==> src/rtl/cvs_pkg.sv <==
package cvs_pkg;
  typedef enum logic {
    SWEEP_IDLE = 1'b0,
    SWEEP_SCAN = 1'b1
  } sweep_st_t;
endpackage

==> src/rtl/ref_bit_array.sv <==
module ref_bit_array #(
  parameter int NFRAMES = 8,
  parameter int IDXW    = 3
) (
  input  logic               clk,
  input  logic               rst,
  input  logic               set_en,
  input  logic [IDXW-1:0]    set_idx,
  input  logic               clr_en,
  input  logic [IDXW-1:0]    clr_idx,
  input  logic               clr_all,
  output logic [NFRAMES-1:0] bits
);
  // One flag per frame; a set from the use port always beats any clear.
  for (genvar i = 0; i < NFRAMES; i++) begin : g_flag
    always_ff @(posedge clk) begin
      if (rst)
        bits[i] <= 1'b0;
      else if (set_en && set_idx == IDXW'(i))
        bits[i] <= 1'b1;
      else if (clr_all || (clr_en && clr_idx == IDXW'(i)))
        bits[i] <= 1'b0;
    end
  end

  AST_USE_SETS: assert property (@(posedge clk) disable iff (rst)
    set_en |=> bits[$past(set_idx)]);

  AST_CLEAR_ALL: assert property (@(posedge clk) disable iff (rst)
    (clr_all && !set_en) |=> (bits == '0));
endmodule

==> src/rtl/clock_hand.sv <==
module clock_hand
  import cvs_pkg::*;
#(
  parameter int NFRAMES = 8,
  parameter int IDXW    = 3
) (
  input  logic            clk,
  input  logic            rst,
  input  logic            req,
  input  logic            cur_ref,
  output logic [IDXW-1:0] hand,
  output logic            clr_en,
  output logic            busy,
  output logic            victim_valid,
  output logic [IDXW-1:0] victim_idx
);
  localparam logic [IDXW-1:0] LAST = IDXW'(NFRAMES - 1);

  sweep_st_t       state;
  logic [IDXW-1:0] hand_nxt;

  assign hand_nxt = (hand == LAST) ? '0 : hand + 1'b1;
  assign clr_en   = (state == SWEEP_SCAN) && cur_ref;
  assign busy     = (state == SWEEP_SCAN);

  always_ff @(posedge clk) begin
    if (rst) begin
      state        <= SWEEP_IDLE;
      hand         <= '0;
      victim_valid <= 1'b0;
      victim_idx   <= '0;
    end else begin
      victim_valid <= 1'b0;
      case (state)
        SWEEP_IDLE: if (req) state <= SWEEP_SCAN;
        SWEEP_SCAN: begin
          if (cur_ref) begin
            hand <= hand_nxt;
          end else begin
            victim_valid <= 1'b1;
            victim_idx   <= hand;
            state        <= SWEEP_IDLE;
          end
        end
        default: state <= SWEEP_IDLE;
      endcase
    end
  end

  AST_HAND_STEP: assert property (@(posedge clk) disable iff (rst)
    (busy && cur_ref) |=> (32'(hand) == (32'($past(hand)) + 1) % NFRAMES));

  AST_HAND_HOLD: assert property (@(posedge clk) disable iff (rst)
    !busy |=> $stable(hand));

  AST_ONE_PULSE: assert property (@(posedge clk) disable iff (rst)
    victim_valid |=> !victim_valid);

  AST_IDLE_AFTER: assert property (@(posedge clk) disable iff (rst)
    victim_valid |-> !busy);
endmodule

==> src/rtl/clock_victim_sel.sv <==
module clock_victim_sel #(
  parameter int NFRAMES = 8,
  parameter int IDXW    = (NFRAMES > 1) ? $clog2(NFRAMES) : 1
) (
  input  logic            clk,
  input  logic            rst,
  input  logic            use_valid,
  input  logic [IDXW-1:0] use_idx,
  input  logic            clear_all,
  input  logic            req,
  output logic            busy,
  output logic            victim_valid,
  output logic [IDXW-1:0] victim_idx
);
  logic [NFRAMES-1:0] ref_bits;
  logic [IDXW-1:0]    hand;
  logic               clr_en;
  logic               cur_ref;
  logic [NFRAMES-1:0] vic_oh;

  assign cur_ref = ref_bits[hand];

  ref_bit_array #(.NFRAMES(NFRAMES), .IDXW(IDXW)) u_flags (
    .clk     (clk),
    .rst     (rst),
    .set_en  (use_valid),
    .set_idx (use_idx),
    .clr_en  (clr_en),
    .clr_idx (hand),
    .clr_all (clear_all),
    .bits    (ref_bits)
  );

  clock_hand #(.NFRAMES(NFRAMES), .IDXW(IDXW)) u_hand (
    .clk          (clk),
    .rst          (rst),
    .req          (req),
    .cur_ref      (cur_ref),
    .hand         (hand),
    .clr_en       (clr_en),
    .busy         (busy),
    .victim_valid (victim_valid),
    .victim_idx   (victim_idx)
  );

  assign vic_oh = {{(NFRAMES-1){1'b0}}, 1'b1} << victim_idx;

  AST_VICTIM_UNREF: assert property (@(posedge clk) disable iff (rst)
    victim_valid |-> (($past(ref_bits) & vic_oh) == '0));

  AST_SKIP_CLEARS: assert property (@(posedge clk) disable iff (rst)
    (busy && cur_ref && !(use_valid && use_idx == hand)) |=> !ref_bits[$past(hand)]);

  AST_USE_WINS: assert property (@(posedge clk) disable iff (rst)
    (busy && use_valid && use_idx == hand) |=> ref_bits[$past(hand)]);
endmodule

==> config.mk <==
export PLATFORM = sky130hd
export DESIGN_NAME = clock_victim_sel
export DESIGN_NICKNAME = d
export VERILOG_FILES = /design/src/rtl/cvs_pkg.sv /design/src/rtl/ref_bit_array.sv /design/src/rtl/clock_hand.sv /design/src/rtl/clock_victim_sel.sv
export SDC_FILE = /design/constraint.sdc
export NUM_CORES = 1
export LEC_CHECK = 0
export ABC_CLOCK_PERIOD_IN_PS = 6300
export CORE_MARGIN = 5
export CORE_UTILIZATION = 52
export CTS_CLUSTER_SIZE = 8
export DETAILED_ROUTE_END_ITERATION = 8
export GPL_TIMING_DRIVEN = 0
export PLACE_DENSITY = 0.79
export SETUP_SLACK_MARGIN = 0.3
export SYNTH_ARGS = -nofsm -noshare
export SYNTH_HDL_FRONTEND = slang
export SYNTH_HIERARCHICAL = 1
export SYNTH_SLANG_ARGS = --single-unit
==> constraint.sdc <==
create_clock -name clk -period 6.3 [get_ports clk]
set_clock_uncertainty 0.05 [all_clocks]
set_input_delay 1.26 -clock clk [delete_from_list [all_inputs] [get_ports clk]]
set_output_delay 1.26 -clock clk [all_outputs]
set_load 0.01 [all_outputs]
# After elaboration in Yosys (flattened, before gate mapping)
# Cells that the tools add are included.
# word_totals
output_inout_bits	5
reg_bits	16
inputBits	8
ramBits	0
rom_bits	0
word_cells	91
latchBits	0
mem_count	0
# op_classes
n_bitwise	2
addsub	1
n_lt_le_gt_ge	1
n_mux	23
n_reduce_logical	38
multipliers	0
shifts	0
div_mod_pow	0
n_eq_ne	14
# ops
op	n
$eq 3x3->1 const B	8
$mux 1	20
$logic_and 1x1->1	17
$reduce_bool 2->1	8
$eq 3x2->1 const B	4
$logic_or 1x1->1	8
$eq 3x1->1 const B	2
$logic_not 3->1	2
$lt 3x4->1 const B	1
$reduce_and 2->1	2
$add 3x1->3 const B	1
$bmux 1 s3	1
$mux 3	1
$not 1->1	2
$pmux 1 s2	1
$reduce_or 2->1	1

# Longest topological paths before layout
# Gate-level depths: netlist of the first run.
# logic_depth
depth_word	7
depth_mapped	6
depth_no_buf	6

# Cells and area by module
# Netlist of the first run, hierarchy kept.
# modules_own_cells
mod	instances	seq_area_each_um2	area_each_um2	cells_each
ref_bit_array	1	160.2	361.6	31
clock_hand	1	160.2	317.8	32
clock_victim_sel	1	0.0	63.8	3

# Worst setup path before layout of the first run
# OpenSTA, ideal clock, no wires.
# synth_timing
path_kind	register -> register
startpoint	reg u_hand.hand[0]
endpoint	reg u_flags.bits[0]
path_stages_with_launch	7
n_path_buf	0
t_required_ns	6.133
t_arrival_ns	1.932
setup_time_ns	0.117
synth_period_minus_slack_ns	2.099
path_slack_ns	4.201
path_cell_list	dfxtp_1 -> mux4_1 -> mux2_2 -> nand2_1 -> inv_1 -> or4b_1 -> a32o_1
# synth_via
elab_chain_cells	6
word_cells_on_any_way	7
classes_between	mux: 2; reduce/logical: 5
# synth_lines
item	line	rtl
from (decl)	clock_hand.sv:11	output logic [IDXW-1:0] hand,
from (signal assigned)	clock_hand.sv:38	hand <= hand_nxt;
$bmux 1 s3	clock_victim_sel.sv:21	assign cur_ref = ref_bits[hand];
$mux 1 (not written as such)	clock_victim_sel.sv:21	
via cur_ref	clock_victim_sel.sv:18	logic cur_ref;
$logic_and 1x1->1	clock_hand.sv:23	assign clr_en = (state == SWEEP_SCAN) && cur_ref;
via clr_en	clock_victim_sel.sv:17	logic clr_en;
$logic_and 1x1->1	ref_bit_array.sv:21	else if (clr_all || (clr_en && clr_idx == IDXW'(i)))
$logic_or 1x1->1	ref_bit_array.sv:21	
$reduce_bool 2->1 (no source line)	-	
to (signal, indexed assignment)	ref_bit_array.sv:18	bits[i] <= 1'b0;
to (signal, indexed assignment)	ref_bit_array.sv:20	bits[i] <= 1'b1;
to (signal, indexed assignment)	ref_bit_array.sv:22	bits[i] <= 1'b0;
to (decl)	ref_bit_array.sv:12	output logic [NFRAMES-1:0] bits
# The timed path passes the listed nets, and every way through them passes these cells. The select of a mux whose other input is x is not followed.
# A chain may end at the register's enable or synchronous reset.

# Final worst setup path of the first run
# layout_timing
startpoint	reg u_hand.state (netlist: u_hand/busy)
endpoint	out busy
# layout_lines
item	line	rtl
from (decl)	clock_hand.sv:19	sweep_st_t state;
from (signal assigned)	clock_hand.sv:28	state <= SWEEP_IDLE;
from (signal assigned)	clock_hand.sv:35	SWEEP_IDLE: if (req) state <= SWEEP_SCAN;
from (signal assigned)	clock_hand.sv:42	state <= SWEEP_IDLE;
to (decl)	clock_victim_sel.sv:11	output logic busy,
# No word-level cell between the ends.

==> run metrics, run 1 <==
total track usage 0.160; Leak 0.331 nW; ant diodes 0; Die Ht 47.8 um; postcts setup bufs 0; main area contributors after synthesis dfxtp_1 43%, a32o_1 11%, mux4_1 7.1%; initial antenna violation count 0; sequential area share after synthesis 0.431; clock transition at the registers of the reported paths 0.08 ns; Die Area 0.00229 mm^2; vias in the first global route 594; Top delay family on crit path buffers and inverters; sw frac 0.213; Num CTS Buffers 3; Critical Path Fanout Max 6; yosys warns 6; Least-Margin Pin Slew 0.545 ns; reg-to-reg critical path startpoint u_hand/hand[0]; Area after DPL 882 um^2; Yosys reg bits 16; Critical Path End Type output pin; Initial Util 0.557; Seq pwr share 0.613; Mapped Area 743 um^2; PD cells 189 mW/mm^2; drt pass-1 iters 4; Finished Cell Area 905 um^2; largest buffer count on any clock path 2; DRT iter0 DRCs 21; layout cells sized above 1 0.0617; number of library cell types mapped by synthesis 23; worst min-delay path class reg2reg; Worst path slowest cell clkdlybuf4s50_1; total net switching power 0.0364 mW; drt via density 6.30; Crit. Startpoint u_hand/busy; GP Congestion 0.797; Syn Area/Cell 11.3 um^2; non-filler cells, final 96; Pins Over Slew Limit 0; Port Buffer Count 12; Yosys top cell area share 0.431; Relative slew margins 0.635; crit path kind reg2out; largest net degree at the start of global routing 15; site row count 13; hold_sp u_flags/bits[2]; core box area 0.00133 mm^2; Yosys top cell by area dfxtp_1; placed instance count 93; Root Buffer clkbuf_4; Final Hold Fails 0; drt total wl 1550 um; Die Wd 47.8 um; RSZ-0062 raised after global routing no; VDD IR max 160 uV; Max Freq 0.390 GHz; vias 605; critical path, cell by cell clkdlybuf4s50_1; # DRC 0; WL per Instance 16.1 um; clock share of power 0.294; CP peak stage delay 0.57 ns; internal power 0.134 mW; DRT antenna net count 0; setup_tns 0 ns; max_cap viols 0; WP buf/inv 1; combinational share of power 0.093; nets@finish 93; CP Launch Type register; post-CTS sizing 0; Syn Inst Count 66; H-tree Lvls 1; clock latency on the worst-skew pair 0.27 ns; hold bufs inserted after CTS 0; first-pass GRT wire length 2510 um; status complete, no violations; fin crit share 0.407; post-layout min period 2.56 ns; # setup viols final 0; Worst EP arrival 1.25 ns; IO Count 13; Post-Syn Nets 76; dpl hpwl 1160 um; CTS tree done; clock sink total 16; WP data required 4.99 ns; gr ovfl total 0; Area growth, synth to finish 21.7%
-- cells by family after synthesis --
logic type	after synthesis	share of synthesized area
flops	16	0.431
fa+ha+maj	2	0.0337
buf+inv	2	0.0101
mux	7	0.140
compound gates	11	0.128
simple gates	28	0.258
-- power by group through the flow --
stage / Clock (mW) / Combinational (mW) / Sequential [mW]
after global routing: 0.0601 / 0.0170 / 0.105
after global placement: 0 / 0.0157 / 0.107
final: 0.0502 / 0.0159 / 0.105
after detailed placement: 0 / 0.0158 / 0.107
after CTS: 0.0522 / 0.0159 / 0.105
after floorplan: 0 / 0.00745 / 0.107
-- layout by cell type, fill, tap and decap left out --
master / Yosys / layout
inv_1: 1 / 1
nand2b_1: 1 / 1
and3b_1: 1 / 1
or4b_1: 1 / 1
a21oi_1: 3 / 3
nor3b_1: 2 / 2
clkdlybuf4s50_1: 0 / 12
clkbuf_4: 0 / 3
mux4_1: 2 / 2
nor3_1: 1 / 1
ha_1: 2 / 2
a32o_1: 8 / 8
nor2b_1: 2 / 2
clkbuf_1: 1 / 1
nand4b_1: 4 / 4
mux2_2: 1 / 1
nand4bb_1: 3 / 3
mux2i_1: 4 / 4
nand2_1: 3 / 3
nor2b_4: 1 / 1
nand4_1: 1 / 1
nand3_1: 1 / 1
and2_1: 1 / 1
dfxtp_1: 16 / 16
nor2_1: 6 / 6
-- Yosys cell counts --
cell type,n
nor3b_1,2
mux2_2,1
nor2_1,6
a32o_1,8
or4b_1,1
mux4_1,2
nand4b_1,4
a21oi_1,3
dfxtp_1,16
and2_1,1
nor2b_4,1
ha_1,2
nand2_1,3
nand3_1,1
nand2b_1,1
nor3_1,1
nand4bb_1,3
nor2b_1,2
mux2i_1,4
inv_1,1
and3b_1,1
clkbuf_1,1
nand4_1,1
-- stage by stage --
| step | utilization | hold slack (ns) | total power, mW | worst slack [ns] |
|---|---|---|---|---|
| 3_3_place_gp | 0.661 | 0.421 | 0.122 | 3.74 |
| 3_5_place_dp | 0.661 | 0.430 | 0.123 | 3.70 |
| 2_1_floorplan | - | 0.410 | 0.114 | 4.20 |
| 6_report | 0.678 | 0.445 | 0.171 | 3.74 |
| 4_1_cts | 0.678 | 0.451 | 0.173 | 3.72 |
| 5_1_grt | 0.678 | 0.480 | 0.182 | 3.66 |
-- registers in the layout (all words and copies together), names as in the netlist --
register             cells
u_hand/hand              3
u_hand/busy              1
u_hand/victim_idx        3
u_hand/victim_valid      1
u_flags/bits             8
-- metal layers --
layer | vias up | global-route usage | routed length [um]
li1 | 294 | - | -
met1 | 283 | 0.189 | 659
met2 | 24 | 0.264 | 739
met3 | 4 | 0.0526 | 117
met4 | 0 | 0.0645 | 30
met5 | - | 0 | 0
-- worst reg2reg max path, cell delays in order (launching register included) --
cell and delay, ns:
dfxtp_1 0.61, mux4_1 0.33, mux2_2 0.22, nand2_1 0.14
inv_1 0.22, or4b_1 0.46, a32o_1 0.26
-- final cells by class --
class                   count  area, um^2
multi-input cells          48         415
clock buffers               3        22.5
repair buffers             12         120
fillers                   110         429
inverters                   1        3.75
well taps                  15        18.8
plain buffers               1        3.75
flip-flops and latches     16         320
-- path summary, 6_finish.rpt --
check                    endpoint  slack (ns)  cells past startpoint
setup reg to reg  u_flags/bits[0]        3.91                      6
hold reg to reg   u_flags/bits[2]        0.45                      1
hold / removal    u_flags/bits[2]        0.45                      1
setup / recovery             busy        3.74                      1
Power figures use the tool's default switching activity.
==> run 2, diff against run 1 <==
--- a/config.mk
+++ b/config.mk
@@ -5,13 +5,13 @@
 export SDC_FILE = /design/constraint.sdc
 export NUM_CORES = 1
 export LEC_CHECK = 0
-export ABC_CLOCK_PERIOD_IN_PS = 6300
+export ABC_CLOCK_PERIOD_IN_PS = 2470
 export CORE_MARGIN = 5
-export CORE_UTILIZATION = 52
+export CORE_UTILIZATION = 49
 export CTS_CLUSTER_SIZE = 8
 export DETAILED_ROUTE_END_ITERATION = 8
 export GPL_TIMING_DRIVEN = 0
-export PLACE_DENSITY = 0.79
+export PLACE_DENSITY = 0.75
 export SETUP_SLACK_MARGIN = 0.3
 export SYNTH_ARGS = -nofsm -noshare
 export SYNTH_HDL_FRONTEND = slang
==> constraint.sdc (replaced) <==
create_clock -name clk -period 2.47 [get_ports clk]
set_clock_uncertainty 0.05 [all_clocks]
set_input_delay 0.494 -clock clk [delete_from_list [all_inputs] [get_ports clk]]
set_output_delay 0.494 -clock clk [all_outputs]
set_load 0.01 [all_outputs]
==> run 2 against run 1 <==
Compared with the run above:
- largest power group unchanged
- critical path depth grew 5
- clock power rose to 2.6 times the previous value
- routed wire length shrank 0.45%
- critical path type is now reg2reg
- critical endpoint is now u_flags/bits[0]
==> run metrics, run 2 (synthesis results as in run 1) <==
Area after DPL 883 um^2; ant diodes 0; core box area 0.00147 mm^2; Final Hold Fails 0; top flop regs u_flags/bits x8, u_hand/hand x3, u_hand/victim_idx x3; largest buffer count on any clock path 2; Largest Register u_flags/bits; worst min-delay path class reg2reg; Area growth, synth to finish 23.4%; # setup viols final 0; Die Area 0.00240 mm^2; vias in the first global route 589; max_cap viols 0; Top delay family on crit path multiplexers; DRT antenna net count 0; drt pass-1 iters 4; Num CTS Buffers 3; Worst path slowest cell or4b_1; Die Ht 48.9 um; IO Count 13; WP buf/inv 1; layout cells sized above 1 0.111; first-pass GRT wire length 2570 um; CTS tree done; Initial Util 0.505; clock sink total 16; gr ovfl total 0; Leak 0.332 nW; Worst EP arrival 2.20 ns; max FFs per register 8; dpl hpwl 1040 um; postcts setup bufs 0; Relative slew margins 0.634; drt via density 6.25; vias 606; setup_tns 0 ns; Pins Over Slew Limit 0; CP peak stage delay 0.46 ns; clock transition at the registers of the reported paths 0.08 ns; Critical Path End Type register; Port Buffer Count 12; Critical Path Fanout Max 14; pre-CTS WS 0.0634 ns; initial antenna violation count 0; GP Congestion 0.779; site row count 14; most common cell after layout, fill and taps aside dfxtp_1; WL per Instance 15.9 um; most frequent cells in the layout 14 x dfxtp_1, 12 x clkdlybuf4s50_1, 8 x a32o_1, 6 x nor2_1; VDD IR max 425 uV; post-layout min period 2.07 ns; Least-Margin Pin Slew 0.547 ns; nets@finish 93; PD cells 475 mW/mm^2; # DRC 0; Finished Cell Area 917 um^2; DRT iter0 DRCs 15; status complete, no violations; WP data required 2.59 ns; crit path kind reg2reg; fin worst setup slack 0.397 ns; hold bufs inserted after CTS 0; fin crit share 0.839; drt total wl 1540 um; clock latency on the worst-skew pair 0.27 ns; CP Launch Type register; RSZ-0062 raised after global routing no; H-tree Lvls 1; Root Buffer clkbuf_4; critical path, cell by cell mux4_1, mux2_4, nand2_2, inv_2, or4b_1, a32o_1; total power 0.435 mW; Max Freq 0.482 GHz; largest net degree at the start of global routing 15; Die Wd 48.9 um; total track usage 0.134
==> run 2: cell counts in the layout (fill, tap and decap cells not counted) <==
No cell type changed its count.
==> run 2: repair_timing <==
item / CTS / global route
pin swaps: 0 / 0
endpoints found under the setup margin: 11 / 1
resized for setup: 4 / 2
==> run 2: report_power, final <==
group	switching, mW	leakage (nW)	internal (mW)	total [mW]
Sequential	0.00366	0.131	0.262	0.265
Combinational	0.0175	0.187	0.0235	0.0409
Clock	0.0725	0.0138	0.0565	0.129
==> run 2: final timing paths <==
| check | startpoint | end | slack [ns] | cells after the start |
|---|---|---|---|---|
| setup reg to reg | u_hand/hand[0] | u_flags/bits[0] | 0.40 | 6 |
| setup / recovery | u_hand/hand[0] | u_flags/bits[0] | 0.40 | 6 |
| hold reg to reg | u_flags/bits[4] | u_flags/bits[4] | 0.44 | 1 |
| hold / removal | u_flags/bits[4] | u_flags/bits[4] | 0.44 | 1 |
==> run 2: routing by layer <==
| layer | global-route usage | vias to the layer above | wire length, um |
|---|---|---|---|
| met2 | 0.198 | 14 | 689 |
| met5 | 0 | - | 0 |
| met1 | 0.171 | 293 | 773 |
| li1 | - | 297 | - |
| met3 | 0.0428 | 2 | 64 |
| met4 | 0.0717 | 0 | 12 |
==> run 2: cell type report <==
class                      count  area, um^2
buffer                         1        3.75
clock buffer                   3        22.5
fill                         135         554
inverter                       1        3.75
multi-input combinational     48         422
sequential                    16         325
tap                           16        20.0
timing repair buffer          12         120
==> run 2: metrics by stage <==
stage	hold WS (ns)	utilization	std cells
after floorplan	0.410	-	66
after global placement	0.421	0.600	94
after detailed placement	0.429	0.600	94
after CTS	0.449	0.619	97
after global routing	0.472	0.623	97
final	0.445	0.623	97
